**src/rtl/bootclk_pkg.sv**
```systemverilog
package bootclk_pkg;
  typedef enum logic [1:0] {
    SRC_MAIN = 2'd0,
    SRC_XT75 = 2'd1,
    SRC_XT32 = 2'd2,
    SRC_RC   = 2'd3
  } clk_src_e;

  typedef enum logic [1:0] {
    ST_BOOT = 2'd0,
    ST_RUN  = 2'd1,
    ST_STOP = 2'd2,
    ST_WAKE = 2'd3
  } seq_state_e;

  localparam int unsigned NUM_ALT = 3;

  function automatic logic [NUM_ALT-1:0] alt_onehot(input clk_src_e src);
    logic [NUM_ALT-1:0] v;
    v = '0;
    if (src != SRC_MAIN) v[src - 2'd1] = 1'b1;
    return v;
  endfunction
endpackage

```
**src/rtl/bootclk_rst_sync.sv**
```systemverilog
module bootclk_rst_sync #(
  parameter int unsigned STAGES = 2
) (
  input  logic clk,
  input  logic arst_n,
  output logic srst_n
);
  logic [STAGES-1:0] sync_q;

  always_ff @(posedge clk or negedge arst_n) begin
    if (!arst_n) sync_q <= '0;
    else         sync_q <= {sync_q[STAGES-2:0], 1'b1};
  end

  assign srst_n = sync_q[STAGES-1];
endmodule

```
**src/rtl/bootclk_counter.sv**
```systemverilog
module bootclk_counter #(
  parameter int unsigned LIMIT = 16,
  localparam int unsigned W = (LIMIT > 2) ? $clog2(LIMIT) : 1
) (
  input  logic clk,
  input  logic rst_n,
  input  logic clr,
  input  logic en,
  output logic done
);
  logic [W-1:0] cnt_q, cnt_d;
  logic         at_end;

  assign at_end = (cnt_q == W'(LIMIT - 1));
  assign done   = en && !clr && at_end;

  always_comb begin
    cnt_d = cnt_q;
    if (clr)         cnt_d = '0;
    else if (en) begin
      if (at_end)    cnt_d = '0;
      else           cnt_d = cnt_q + 1'b1;
    end
  end

  always_ff @(posedge clk or negedge rst_n) begin
    if (!rst_n) cnt_q <= '0;
    else        cnt_q <= cnt_d;
  end
endmodule

```
**src/rtl/bootclk_wake.sv**
```systemverilog
module bootclk_wake #(
  parameter int unsigned NUM_PORTS = 4
) (
  input  logic [NUM_PORTS-1:0] req,
  input  logic [NUM_PORTS-1:0] en,
  output logic                 hit
);
  logic [NUM_PORTS-1:0] gated;

  for (genvar p = 0; p < NUM_PORTS; p++) begin : g_port
    assign gated[p] = req[p] & en[p];
  end

  assign hit = |gated;
endmodule

```
**src/rtl/bootclk_seq.sv**
```systemverilog
module bootclk_seq
  import bootclk_pkg::*;
#(
  parameter int unsigned STANDBY_CYCLES = 846720,
  parameter int unsigned SETTLE_CYCLES  = 4096,
  parameter int unsigned NUM_PORTS      = 4,
  parameter int unsigned SYNC_STAGES    = 2
) (
  input  logic                 clk,
  input  logic                 rst_pin_n,
  input  logic                 por_pulse,
  input  logic                 sel_wr,
  input  logic [1:0]           sel_src,
  input  logic                 ckstp,
  input  logic [NUM_PORTS-1:0] wake_req,
  input  logic [NUM_PORTS-1:0] wake_en,
  output logic                 cpu_run,
  output logic                 prog_start,
  output logic                 sp_standby,
  output logic [1:0]           clk_sel,
  output logic [NUM_ALT-1:0]   osc_en
);
  logic arst_n, srst_n;
  logic boot_done, settle_done, settle_clr, wake_hit;

  seq_state_e         state_q, state_d;
  clk_src_e           cur_q, cur_d, pend_q, pend_d;
  logic [NUM_ALT-1:0] osc_q, osc_d;
  logic               settle_q, settle_d;
  logic               start_q, start_d;
  clk_src_e           req_src;

  assign arst_n  = rst_pin_n & ~por_pulse;
  assign req_src = clk_src_e'(sel_src);

  bootclk_rst_sync #(.STAGES(SYNC_STAGES)) u_rst (
    .clk(clk), .arst_n(arst_n), .srst_n(srst_n)
  );

  bootclk_counter #(.LIMIT(STANDBY_CYCLES)) u_boot_cnt (
    .clk(clk), .rst_n(srst_n), .clr(1'b0),
    .en(state_q == ST_BOOT), .done(boot_done)
  );

  bootclk_counter #(.LIMIT(SETTLE_CYCLES)) u_settle_cnt (
    .clk(clk), .rst_n(srst_n), .clr(settle_clr),
    .en(settle_q), .done(settle_done)
  );

  bootclk_wake #(.NUM_PORTS(NUM_PORTS)) u_wake (
    .req(wake_req), .en(wake_en), .hit(wake_hit)
  );

  always_comb begin
    state_d    = state_q;
    cur_d      = cur_q;
    pend_d     = pend_q;
    osc_d      = osc_q;
    settle_d   = settle_q;
    start_d    = 1'b0;
    settle_clr = 1'b0;
    unique case (state_q)
      ST_BOOT: begin
        if (boot_done) begin
          state_d = ST_RUN;
          start_d = 1'b1;
        end
      end
      ST_RUN: begin
        if (ckstp) begin
          state_d  = ST_STOP;
          osc_d    = '0;
          settle_d = 1'b0;
        end else begin
          if (settle_q && settle_done) begin
            cur_d    = pend_q;
            settle_d = 1'b0;
          end
          if (sel_wr) begin
            if (req_src == SRC_MAIN) begin
              cur_d    = SRC_MAIN;
              osc_d    = '0;
              settle_d = 1'b0;
            end else if (req_src != cur_q || settle_q) begin
              cur_d      = SRC_MAIN;
              pend_d     = req_src;
              osc_d      = alt_onehot(req_src);
              settle_d   = 1'b1;
              settle_clr = 1'b1;
            end
          end
        end
      end
      ST_STOP: begin
        if (wake_hit) begin
          if (cur_q == SRC_MAIN) begin
            state_d = ST_RUN;
          end else begin
            state_d    = ST_WAKE;
            osc_d      = alt_onehot(cur_q);
            settle_d   = 1'b1;
            settle_clr = 1'b1;
          end
        end
      end
      ST_WAKE: begin
        if (settle_done) begin
          state_d  = ST_RUN;
          settle_d = 1'b0;
        end
      end
      default: state_d = ST_BOOT;
    endcase
  end

  always_ff @(posedge clk or negedge srst_n) begin
    if (!srst_n) begin
      state_q  <= ST_BOOT;
      cur_q    <= SRC_MAIN;
      pend_q   <= SRC_MAIN;
      osc_q    <= '0;
      settle_q <= 1'b0;
      start_q  <= 1'b0;
    end else begin
      state_q  <= state_d;
      cur_q    <= cur_d;
      pend_q   <= pend_d;
      osc_q    <= osc_d;
      settle_q <= settle_d;
      start_q  <= start_d;
    end
  end

  assign cpu_run    = (state_q == ST_RUN);
  assign prog_start = start_q;
  assign sp_standby = 1'b1;
  assign clk_sel    = cur_q;
  assign osc_en     = osc_q;
endmodule

```
**config.mk**
```make
export PLATFORM = sky130hd
export DESIGN_NAME = bootclk_seq
export DESIGN_NICKNAME = d
export VERILOG_FILES = /design/src/rtl/bootclk_pkg.sv /design/src/rtl/bootclk_rst_sync.sv /design/src/rtl/bootclk_counter.sv /design/src/rtl/bootclk_wake.sv /design/src/rtl/bootclk_seq.sv
export SDC_FILE = /design/constraint.sdc
export NUM_CORES = 1
export LEC_CHECK = 0
export BUFFER_PORTS_ARGS = -buffer_cell sky130_fd_sc_hd__buf_2
export CAP_MARGIN = 20
export CELL_PAD_IN_SITES_DETAIL_PLACEMENT = 1
export CELL_PAD_IN_SITES_GLOBAL_PLACEMENT = 1
export CORE_MARGIN = 2
export CORE_UTILIZATION = 41
export DETAILED_ROUTE_END_ITERATION = 8
export PLACE_DENSITY = 0.73
export SYNTH_ARGS = -nofsm -noshare
export SYNTH_HDL_FRONTEND = slang
export SYNTH_SLANG_ARGS = --single-unit
```
**constraint.sdc**
```tcl
create_clock -name clk -period 1.35 [get_ports clk]
set_clock_uncertainty 0.1 [all_clocks]
set_input_delay 0.0675 -clock clk [delete_from_list [all_inputs] [get_ports clk]]
set_output_delay 0.0675 -clock clk [all_outputs]
set_load 0.1 [all_outputs]
```
Word level (Yosys, flattened, before mapping)

Index checks and enable logic that the tools add are counted.

Flip-flop bits (word level): 45

Reduce and logical (&&, ||, !) cells: 22
Equality and inequality tests: 13
Bitwise gates (word level): 8
$add $sub $neg: 4
Muxes and demuxes: 45
Magnitude comparators: 4

Operators by type and width:

| kind                                                | count |
|---|---|
| 2-to-1 mux 12 bit                                   | 3 |
| 2-to-1 mux 3 bit                                    | 8 |
| adder 20 x 1 -> 20 bit, second input constant       | 1 |
| == test 20 bit, second input constant               | 1 |
| 2-to-1 mux 20 bit                                   | 1 |
| 2-to-1 mux 1 bit                                    | 18 |
| 2-to-1 mux 2 bit                                    | 9 |
| adder 12 x 1 -> 12 bit, second input constant       | 1 |
| == test 12 bit, second input constant               | 1 |
| AND reduction 5 bit                                 | 2 |
| != test 2 bit, second input constant                | 4 |
| case mux 2 bit (4 select lines)                     | 1 |
| AND reduction 4 bit                                 | 2 |
| nonzero test 2 bit                                  | 4 |
| logical AND 1 bit                                   | 6 |
| zero test 2 bit                                     | 3 |
| < comparator 2 x 3 -> 1 bit, second input constant  | 2 |
| case mux 3 bit (2 select lines)                     | 1 |
| AND 1 bit                                           | 5 |
| demux 1 bit (select 2 bit)                          | 2 |
| == test 2 bit, second input constant                | 2 |
| >= comparator 2 x 1 -> 1 bit, second input constant | 2 |
| != test 4 x 2 -> 1 bit, second input constant       | 1 |
| OR reduction 4 bit                                  | 1 |
| other kinds (12)                                    | 15 |

Depth between registers and ports, before layout

Gate-level depths: netlist (run 1).

Depth after elaboration: 17
Mapped depth: 8
Gate-level depth less buffers: 7

Modules after synthesis

Synthesis (run 1) repeated with hierarchy kept, for this count alone.

Cells, all modules: 297
Area total of the unflattened synthesis: 2800.2 um2

By module, submodules not included:

| module                          | area an instance (um2) | sequential area each (um2) | times used | cells an instance |
|---|---|---|---|---|
| bootclk_counter at u_boot_cnt   | 1149.9                 | 500.5                      | 1          | 131 |
| bootclk_seq                     | 892.1                  | 275.3                      | 1          | 90 |
| bootclk_counter at u_settle_cnt | 685.7                  | 300.3                      | 1          | 70 |
| bootclk_rst_sync                | 53.8                   | 50.0                       | 1          | 3 |
| bootclk_wake                    | 18.8                   | 0.0                        | 1          | 3 |

Worst setup path before layout (run 1)

Ideal clock, no wire load.

Kind: flip-flop to flip-flop
Start point: register state_q[1]
End point: register u_settle_cnt.cnt_q[0]
Path slack: -1.398 ns
Arrival time: 2.516 ns
Cell stages (with the launch flop): 8
Path through: dfrtp_1 > inv_1 > ha_1 > nor2b_1 > nand4_1 > o21ai_0 > clkbuf_1 > nor2_1

Cells in the longest elaborated chain, start to end: 3
Elaborated cells between the ends (all ways): 5
Classes of those cells: eq/ne: 2; mux: 2; reduce/logical: 1

Ends and longest elaborated chain:

| item                                                    | line                  | text |
|---|---|---|
| start, declared                                         | bootclk_seq.sv:26     | `seq_state_e state_q, state_d;` |
| start signal, assigned                                  | bootclk_seq.sv:125    | `state_q <= state_d;` |
| == test 2 x 1 -> 1 bit (*)                              | -                     |  |
| named net cpu_run                                       | bootclk_seq.sv:17     | `output logic cpu_run,` |
| case mux 1 bit (2 select lines) (*)                     | bootclk_seq.sv:62     | `unique case (state_q)` |
| 2-to-1 mux 12 bit or nonzero test 2 bit (tied branches) | -                     |  |
| end signal, assigned                                    | bootclk_counter.sv:28 | `else cnt_q <= cnt_d;` |
| end, declared                                           | bootclk_counter.sv:11 | `logic [W-1:0] cnt_q, cnt_d;` |

Mark *: on every way through the listed nets, which the timed path passes. The rest lies on a longest branch.
A chain may end at the register's enable or synchronous reset.

Final worst setup path (run 1)

Start point: register state_q[0]
End point: register state_q[1]

Cells in the longest elaborated chain, start to end: 7
Elaborated cells between the ends (all ways): 15
Classes of those cells: eq/ne: 7; mux: 2; reduce/logical: 6

Ends and longest elaborated chain:

| item                                                    | line                  | text |
|---|---|---|
| == test 2 bit or == test 2 x 1 -> 1 bit (tied branches) | bootclk_seq.sv:62     |  |
| case mux 1 bit (2 select lines)                         | bootclk_seq.sv:62     |  |
| zero test 1 bit                                         | bootclk_counter.sv:15 | `assign done = en && !clr && at_end;` |
| logical AND 1 bit (2 in series)                         | bootclk_counter.sv:15 |  |
| != test 2 bit (no line)                                 | -                     |  |
| AND reduction 4 bit (no line)                           | -                     |  |

Several ways; a longest one is shown, not always the timed one.

==> results.md, run 1 <==
* Top cell type's share of synthesized area at 0.4480
* Rows at 28
* Most common flop cell mapped by yosys: dfrtp_1
* Pre-CTS WS at -0.6021 ns
* Max_cap viols at 0
* Wire length per cell at 24.38 microns
* Max Clk Rate at 0.4674 GHz
* Synth area leader: dfrtp_1
* Global-route congestion overflow total at 0
* Setup-failing EPs final at 45
* FFs w/ async S/R, synth at 1.000
* Routed Antenna Nets at 0
* Highest routing layer actually used: met4
* Failing checks: negative setup slack
* Die Area at 0.006773 sq mm
* Detail Placement HPWL at 5562 microns
* Initial Utilization at 0.4246
* Final Wtd Congestion at 0.7994
* N_diodes at 0
* # H-tree levels at 2
* TritonRoute pass-1 iters at 4
* R2R Path End: state_q[1]
* Area contributors post-synth: dfrtp_1, nor2_1, ha_1
* Final setup margin at -0.7894 ns
* Yosys warnings at 0
* Area Overhead vs Synth at 61.03%
* CTS sink cnt at 45
* I/O pin count at 23
* Initial antenna violation count at 0
* Syn Area/Cell at 9.558 sq um
* Detailed Route WL at 11190 microns
* Share of the yosys chip area belonging to registers at 0.4480
* Core area at 0.005921 sq mm
* Crit path time final at 2.139 ns
* Cts bufs inserted at 5
* Port buffer count at 21
* Worst-Skew Late Latency at 0.32 ns
* Post-synth top cells: dfrtp_1, nor2_1, nand2_1
* Synth cell types at 52
* DRT iter0 DRCs at 123
* VDD IR-drop max at 531.5 uV
* CP max FO at 3
* Vias per cell at 5.804
* M1 WL at 3931 microns
* Hold/Removal Path Class: in2async
* Final Hold Viols at 0
* Global Route Usage Sum at 0.3059
* Via count at 2664
* Count of final max-slew check failures at 0
* Clock tree buffer depth at 2
* Met2 WL at 6411 microns
* Share of cells above drive strength 1 at 0.4948
* CP Class: reg2reg
* Largest net degree at the start of global routing at 44
* Die height at 82.30 microns
* Number of global-route vias before repair at 2855
* PwrDens at 606.3 mW/mm^2
* Most frequent cell after synthesis: dfrtp_1
* DIE WIDTH at 82.30 microns
* Status: complete, but fails checks
* Post-synth EDFFs at 0
* First-pass GRT wire length at 14730 microns
* Cell count after synthesis at 263
* Final #Nets at 406
* Final worst path period share at 1.585
* Cell Area, Synth at 0.002514 sq mm
* CP endpoint kind: flip-flop
* DRC violations left at 0
* RSZ-0062 raised after global routing: yes
* Leakage at 1.900 nW
* Worst path required time at 1.47 ns
* Metal3 WL at 335 microns
* CTS root buf: clkbuf_8
* Power Total at 0.002454 W
* Reg-to-reg slack, setup at -0.79 ns
* Reg-to-Reg Start: state_q[0]
* Setup TNS at -21.69 ns
* CTS tree: done
* Worst EP arrival at 2.26 ns
* Reg2Reg Depth at 7
* Worst-path clk slew at 0.11 ns
* Element type at the critical path start: flip-flop
* Seq cells post-synth at 45
[cell usage in the layout (no fill, tap or decap), types with 4 or more instances in the layout]
cell type  instances
buf_4             79
dfrtp_1           42
nor2_1            28
buf_2             17
buf_6             17
nand2_1           15
nand4_1           10
inv_1             10
xor2_1             8
and3_1             7
nand3_1            7
xnor2_1            7
nor3_1             6
o21ai_0            6
ha_1               6
clkbuf_8           6
a21oi_1            5
nor3_4             4
nor2_2             4
mux2i_1            4
buf_12             4
[repair_timing]
action	4_1_cts	5_1_grt
hold buffers	3	0
cloned	1	0
endpoints found under the hold margin	3	0
resized for setup	50	31
setup buffers	16	8
pin swaps	35	27
endpoints found under the setup margin	44	45
[worst max-delay path, stage by stage, from the launching register on]
cell	delay, ns
dfrtp_1	0.42
inv_2	0.09
ha_1	0.23
o21a_1	0.15
o211ai_1	0.17
o2111ai_2	0.20
a221oi_2	0.39
mux2i_1	0.29
[kinds of logic (layout without fill, tap and decap cells)]
group / count (synthesis) / after routing / share of synthesized area
other cells: 1 / 2 / 0.001492
compound gates: 39 / 39 / 0.1205
mux: 8 / 8 / 0.03385
buf+inv: 22 / 141 / 0.04031
fa+ha+maj: 8 / 8 / 0.03982
xor+xnor: 22 / 22 / 0.07665
flops: 45 / 45 / 0.4480
simple gates: 118 / 119 / 0.2394
[layer usage]
| layer | track usage | vias to the layer above |
|---|---|---|
| met2 | 0.6315 | 98 |
| met3 | 0.05543 | 48 |
| li1 | - | 1165 |
| met1 | 0.2942 | 1353 |
| met5 | 0 | - |
| met4 | 0.1067 | 0 |
[how the worst max path moves through the flow]
stage | from | end
final | state_q[0] | state_q[1]
after global routing | state_q[0] | state_q[1]
after CTS | clk_sel[0] | state_q[1]
after detailed placement | state_q[1] | state_q[1]
after global placement | clk_sel[0] | clk_sel[0]
after floorplan | clk_sel[0] | state_q[0]
[cell type report]
type	count	area, sq um
well taps	75	93.84
multi-input cells	198	1690
inverters	12	45.04
clock inverters	2	13.76
repair buffers	121	987.2
fillers	640	1873
flip-flops and latches	45	1135
clock buffers	6	82.58
[where the power goes]
group / internal [W] / switching, W / leakage [nW]
Combinational: 0.0000581 / 0.0000995 / 1.32
Sequential: 0.00135 / 0.00000195 / 0.525
Clock: 0.000417 / 0.000528 / 0.0512
[per-stage QoR]
stage | cells | hold WS, ns | cell area, sq um | util
final | 459 | 0.08328 | 4048 | 0.6836
after global routing | 459 | 0.09819 | 4048 | 0.6836
after CTS | 453 | 0.06345 | 3816 | 0.6445
after detailed placement | 427 | -0.1065 | 3369 | 0.5691
after global placement | 427 | -0.1243 | 3369 | 0.5691
after floorplan | 264 | -0.2295 | 2614 | -
[sequential cells by signal (all words and copies together) (netlist names)]
register and count:
osc_en 3, state_q 2, u_boot_cnt.cnt_q 20, u_rst.sync_q 2, pend_q 2, settle_q 1, prog_start 1, clk_sel 2
u_settle_cnt.cnt_q 12
Note: power is estimated with default switching activity, not from simulation.
==> run 2: changes to the inputs <==
CORE_UTILIZATION = 46   (was 41)
PLACE_DENSITY = 0.77   (was 0.73)
clock period = 2.3 ns   (was 1.35 ns; I/O delays follow)
==> results.md, run 2 (synthesized netlist as in run 1, its figures left out) <==
* N_diodes at 0 (unchanged)
* Port buffer count at 21 (unchanged)
* Largest reg by FF count: u_boot_cnt.cnt_q
* Global Route Usage Sum at 0.2120 (-0.09391)
* CP Class: reg2reg
* Rows at 26 (-7.1%)
* Commonest non-fill, non-tap cell in the layout: dfrtp_1
* Crit path time final at 2.133 ns (-0.006445 ns)
* Hold/Removal Path Class: in2reg
* Largest net degree at the start of global routing at 27 (-39%)
* Vias per cell at 5.620 (-3.2%)
* Multi-input gate area at 0.001309 sq mm (-23%)
* Element type at the critical path start: flip-flop
* Core area at 0.005205 sq mm (-12%)
* RSZ-0062 raised after global routing: no
* Count of final max-slew check failures at 0 (unchanged)
* Detailed Route WL at 5646 microns (-50%)
* Area Overhead vs Synth at 13.39%
* Share of cells above drive strength 1 at 0.1787 (-0.3161)
* DRT iter0 DRCs at 79 (-36%)
* Number of global-route vias before repair at 2163 (-24%)
* Detail Placement HPWL at 4108 microns (-26%)
* Via count at 2029 (-24%)
* Rel. slew slack at 0.6335
* Routed Antenna Nets at 0 (unchanged)
* Final Wtd Congestion at 0.8140 (+1.8%)
* CTS root buf: clkbuf_8
* Most frequent cells in the layout: dfrtp_1, nor2_1, nand2_1, buf_2, inv_1
* CP peak stage delay at 0.50 ns (+0.08 ns)
* Global-route congestion overflow total at 0 (unchanged)
* First-pass GRT wire length at 10340 microns (-30%)
* Initial Utilization at 0.4829 (+0.05838)
* Max Clk Rate at 0.4688 GHz (+0.30%)
* Max reg flops at 20 (unchanged)
* CP top delay family: compound AO/OA/AOI/OAI gates
* Final worst path period share at 0.9274 (-0.6574)
* Leakage at 1.304 nW (-31%)
* Max_cap viols at 0 (unchanged)
* CP max FO at 11 (+8)
* CP Cell Sequence: o21a_1, a221oi_4, o2111ai_2, a221oi_2, mux2i_1
* Cells after DPL at 351 (-18%)
* Wire length per cell at 15.64 microns (-36%)
* FILL cells at 616 (-3.8%)
* Initial antenna violation count at 0 (unchanged)
* Die Area at 0.006072 sq mm (-10%)
* Setup TNS at 0 ns (+21.69 ns)
* Die height at 77.92 microns (-5.3%)
* Reg area at 0.001131 sq mm (-0.33%)
* PwrDens at 507.0 mW/mm^2 (-16%)
* WP buf/inv at 0 (-1)
* CTS tree: done
* VDD IR-drop max at 252.5 uV (-52%)
* CTS sink cnt at 45 (unchanged)
* Worst-path clk slew at 0.09 ns (-0.02 ns)
* Worst-Skew Late Latency at 0.30 ns (-0.02 ns)
* DIE WIDTH at 77.92 microns (-5.3%)
* Status: finished, final reports clean
* Worst path required time at 2.41 ns (+0.94 ns)
* Worst EP arrival at 2.24 ns (-0.02 ns)
* CP max stage cell: dfrtp_2
* CP endpoint kind: flip-flop
* I/O pin count at 23 (unchanged)
* Clock tree buffer depth at 2 (unchanged)
* DRC violations left at 0 (unchanged)
* Final Hold Viols at 0 (unchanged)
* Final #Nets at 313 (-23%)
* Measured slew at the worst slew-check pin at 0.5447 ns
* # H-tree levels at 2 (unchanged)
* Power Total at 0.001445 W (-41%)
* Finished Layout Cells at 361 (-21%)
* Setup-failing EPs final at 0 (-100%)
* TritonRoute pass-1 iters at 4 (unchanged)
* Cts bufs inserted at 5 (unchanged)
[run 2: cell types whose count changed in the layout (fill, tap and decap cells not counted), moves of 4 or more]
cell	previous run	this run
buf_4	79	6
nor4_1	1	5
nor2_1	28	35
buf_6	17	0
nand3_1	7	11
o21ai_0	6	10
nor3_1	6	10
nor2_2	4	0
buf_12	4	0
buf_2	17	21
xnor2_1	7	11
nand2_1	15	21
[run 2: area by class of cell]
class | count | area share
Clock buffer | 6 | 0.02546
Clock inverter | 2 | 0.01229
Inverter | 12 | 0.01580
Multi-Input combinational cell | 197 | 0.4592
Sequential cell | 45 | 0.3968
Tap cell | 70 | 0.03073
Timing Repair Buffer | 29 | 0.05970
[run 2: worst paths after layout]
path                                       from               to  slack (ns)  cells after the start
worst max register to register       clk_sel[0]       state_q[1]        0.17                      5
min in group asynchronous       u_rst.sync_q[1]        pend_q[1]        0.09                      0
worst max-delay path                 clk_sel[0]       state_q[1]        0.17                      5
worst min register to register  u_rst.sync_q[1]        pend_q[1]        0.09                      0
worst min-delay path                 sel_src[1]        pend_q[1]        0.06                      2
max in group asynchronous             rst_pin_n  u_rst.sync_q[1]        1.26                      4
[run 2: repair_timing]
item,in CTS,in global routing
buffers inserted,0,0
hold buffers,2,0
hold endpoints to repair,2,0
setup endpoints to repair,0,20
gates resized for setup,0,4
[run 2: metrics by stage]
stage / util / hold WS (ns) / instance area (sq um) / worst slack [ns]
5_1_grt: 0.5476 / 0.07711 / 2850 / 0.01895
2_1_floorplan: - / -0.1819 / 2532 / 0.03786
3_3_place_gp: 0.5216 / -0.07468 / 2715 / 0.1280
3_5_place_dp: 0.5216 / -0.06547 / 2715 / 0.08677
4_1_cts: 0.5462 / 0.04928 / 2843 / 0.04659
6_report: 0.5476 / 0.06057 / 2850 / 0.1670
[run 2: power breakdown]
group	internal [W]	leakage, nW	switching [W]
sequential	0.000792	0.524	0.00000644
clock	0.000323	0.0552	0.000267
combinational	0.0000214	0.725	0.0000359
total	0.00114	1.30	0.000309
[run 2: per-layer routing]
| metal | share of wire | track usage | routed length, microns | vias up |
|---|---|---|---|---|
| met5 | 0 | 0 | 0 | - |
| met4 | 0.010 | 0.05439 | 59 | 0 |
| met3 | 0.027 | 0.03953 | 150 | 6 |
| met2 | 0.48 | 0.3621 | 2703 | 27 |
| met1 | 0.48 | 0.2776 | 2733 | 1021 |
| li1 | - | - | - | 975 |
==> run 3: changes to the inputs <==
clock period = 2.01 ns   (was 2.3 ns; I/O delays follow)
==> results.md, run 3 (synthesized netlist as in run 1, its figures left out) <==
* Global Route Usage Sum at 0.2197 (+0.007662)
* I/O pin count at 23 (unchanged)
* Reg2Reg Depth at 5 (unchanged)
* TritonRoute pass-1 iters at 4 (unchanged)
* Reg-to-reg slack, setup at -0.0003 ns (-0.17 ns)
* Rows at 26 (unchanged)
* CP max stage cell: dfrtp_4
* Comb power frac at 0.041 (about the same)
* CP endpoint kind: flip-flop
* Setup crit end: state_q[0]
* Element type at the critical path start: flip-flop
* Cts bufs inserted at 5 (unchanged)
* First-pass GRT wire length at 10780 microns (+4.3%)
* CTS tree: done
* Setup-failing EPs final at 1 (+1)
* DIE WIDTH at 77.92 microns (unchanged)
* Final #Nets at 327 (+4.5%)
* Core area at 0.005205 sq mm (unchanged)
* Status: complete, but fails checks
* Pre-CTS WS at 0.006333 ns (-0.08043 ns)
* Largest net degree at the start of global routing at 20 (-26%)
* Most frequent cells in the layout: dfrtp_1, nor2_1, nand2_1, buf_2, buf_4
* Final worst path period share at 1.000 (+0.07279)
* Detail Placement HPWL at 4468 microns (+8.8%)
* Clock power share at 0.423 (+0.015)
* Net Sw Frac at 0.2151 (+0.001337)
* CTS root buf: clkbuf_8
* Number of global-route vias before repair at 2339 (+8.1%)
* Crit path time final at 2.010 ns (-0.1226 ns)
* Int Power at 0.001338 W (+18%)
* Die Area at 0.006072 sq mm (unchanged)
* Finished Layout Cells at 375 (+3.9%)
* CP peak stage delay at 0.49 ns (about the same)
* Vias per cell at 5.525 (-1.7%)
* Largest reg by FF count: u_boot_cnt.cnt_q
* Critical path origin: clk_sel[0]
* DRC violations left at 0 (unchanged)
* Die height at 77.92 microns (unchanged)
* CP Cell Sequence: o21a_1, a221oi_4, o2111ai_2, a221oi_2, mux2i_1
* CP max FO at 4 (-7)
* Final Util at 0.5779 (+0.03029)
* Final setup margin at -0.0003326 ns (-0.1674 ns)
* Max Clk Rate at 0.4974 GHz (+6.1%)
* Count of final max-slew check failures at 0 (unchanged)
* Worst EP arrival at 2.13 ns (-0.11 ns)
* Leakage at 1.380 nW (+5.8%)
* Share of power burned in registers at 0.536 (-0.017)
* N_diodes at 0 (unchanged)
* Worst hold slack at 0.06633 ns (+0.005758 ns)
* CP Class: reg2reg
* DRT iter0 DRCs at 104 (+32%)
* WP buf/inv at 0 (unchanged)
* Reg-to-Reg Start: clk_sel[0]
* Routed Antenna Nets at 0 (unchanged)
* CP top delay family: compound AO/OA/AOI/OAI gates
* Final Wtd Congestion at 0.7769 (-4.6%)
* Max_cap viols at 0 (unchanged)
* PwrDens at 566.7 mW/mm^2 (+12%)
* VDD IR-drop max at 287.9 uV (+14%)
* Via count at 2072 (+2.1%)
* R2R Path End: state_q[0]
* Worst path required time at 2.13 ns (-0.28 ns)
* Critical path depth in cells at 5 (unchanged)
* RSZ-0062 raised after global routing: yes
* Failing checks: negative setup slack
* FILL cells at 610 (-0.97%)
* Share of cells above drive strength 1 at 0.2328 (+0.05409)
* Wire length per cell at 16.03 microns (+2.5%)
* # H-tree levels at 2 (unchanged)
* Max reg flops at 20 (unchanged)
* Commonest non-fill, non-tap cell in the layout: dfrtp_1
* CTS sink cnt at 45 (unchanged)
* Clock tree buffer depth at 2 (unchanged)
* Detailed Route WL at 6011 microns (+6.5%)
* Hold/Removal Path Class: in2reg
* Worst-path clk slew at 0.08 ns (about the same)
* Cells after DPL at 361 (+2.8%)
* Area Overhead vs Synth at 19.66%
* Global-route congestion overflow total at 0 (unchanged)
* Initial Utilization at 0.4829 (unchanged)
* Initial antenna violation count at 0 (unchanged)
* Port buffer count at 21 (unchanged)
* Psw at 0.0003667 W (+19%)
* Worst-Skew Late Latency at 0.30 ns (about the same)
* Final Hold Viols at 0 (unchanged)
* Hold Crit Start: sel_src[1]
[run 3: cell count changes in the layout (fill, tap and decap cells not counted), moves of 2 or more]
| cell | delta |
|---|---|
| buf_4 | +14 |
| dfrtp_2 | -3 |
| dfrtp_4 | +2 |
| nor3_1 | -2 |
| nor3_2 | +2 |
| nor4_1 | -2 |
| nor4_2 | +2 |
[run 3: power by group through the flow]
stage / logic [W] / clock network [W] / registers (W)
4_1_cts: 0.0000674 / 0.000743 / 0.000914
2_1_floorplan: 0.0000323 / 0 / 0.000937
3_3_place_gp: 0.0000626 / 0 / 0.000932
3_5_place_dp: 0.0000643 / 0 / 0.000933
5_1_grt: 0.0000788 / 0.000772 / 0.000915
6_report: 0.0000693 / 0.000722 / 0.000914
[run 3: area by class of cell]
class / count / area (sq um) / share of cell area
timing repair buffer: 43 / 275.3 / 0.09151
clock buffer: 6 / 82.58 / 0.02745
inverter: 12 / 45.04 / 0.01498
tap: 70 / 87.58 / 0.02912
multi-input combinational: 197 / 1345 / 0.4472
sequential: 45 / 1135 / 0.3773
clock inverter: 2 / 37.54 / 0.01248
[run 3: how the worst min path moves through the flow]
stage / cells past startpoint / slack [ns] / end
floorplan: 1 / -0.20 / u_rst.sync_q[0]
global placement: 2 / -0.09 / u_rst.sync_q[0]
detailed placement: 2 / -0.08 / u_rst.sync_q[0]
CTS: 2 / 0.05 / pend_q[1]
global route: 2 / 0.09 / pend_q[1]
finish: 2 / 0.07 / pend_q[1]
[run 3: worst reg2reg max path: stages (launching register included)]
cell,delay [ns]
dfrtp_4,0.49
o21a_1,0.21
a221oi_4,0.32
o2111ai_2,0.22
a221oi_2,0.36
mux2i_1,0.23
[run 3: what timing repair did]
action	CTS	global route
gates resized for setup	1	6
buffers inserted	3	1
hold endpoints to repair	2	0
setup endpoints to repair	1	15
hold buffers	2	0
pin swaps	2	6
[run 3: through the flow]
step           instance area (sq um)  total power (W)    TNS (ns)
5_1_grt                         3008         0.001766     -0.3932
2_1_floorplan                   2546        0.0009694     -0.2930
4_1_cts                         2972         0.001724           0
3_3_place_gp                    2803        0.0009951           0
6_report                        3008         0.001705  -0.0003326
3_5_place_dp                    2803        0.0009972           0
[run 3: metal layers]
metal | share of wire | track usage | vias to the layer above
li1 | - | - | 1006
met3 | 0.019 | 0.03721 | 6
met1 | 0.44 | 0.2623 | 1043
met4 | 0.0093 | 0.05789 | 0
met5 | 0 | 0 | -
met2 | 0.54 | 0.4060 | 17
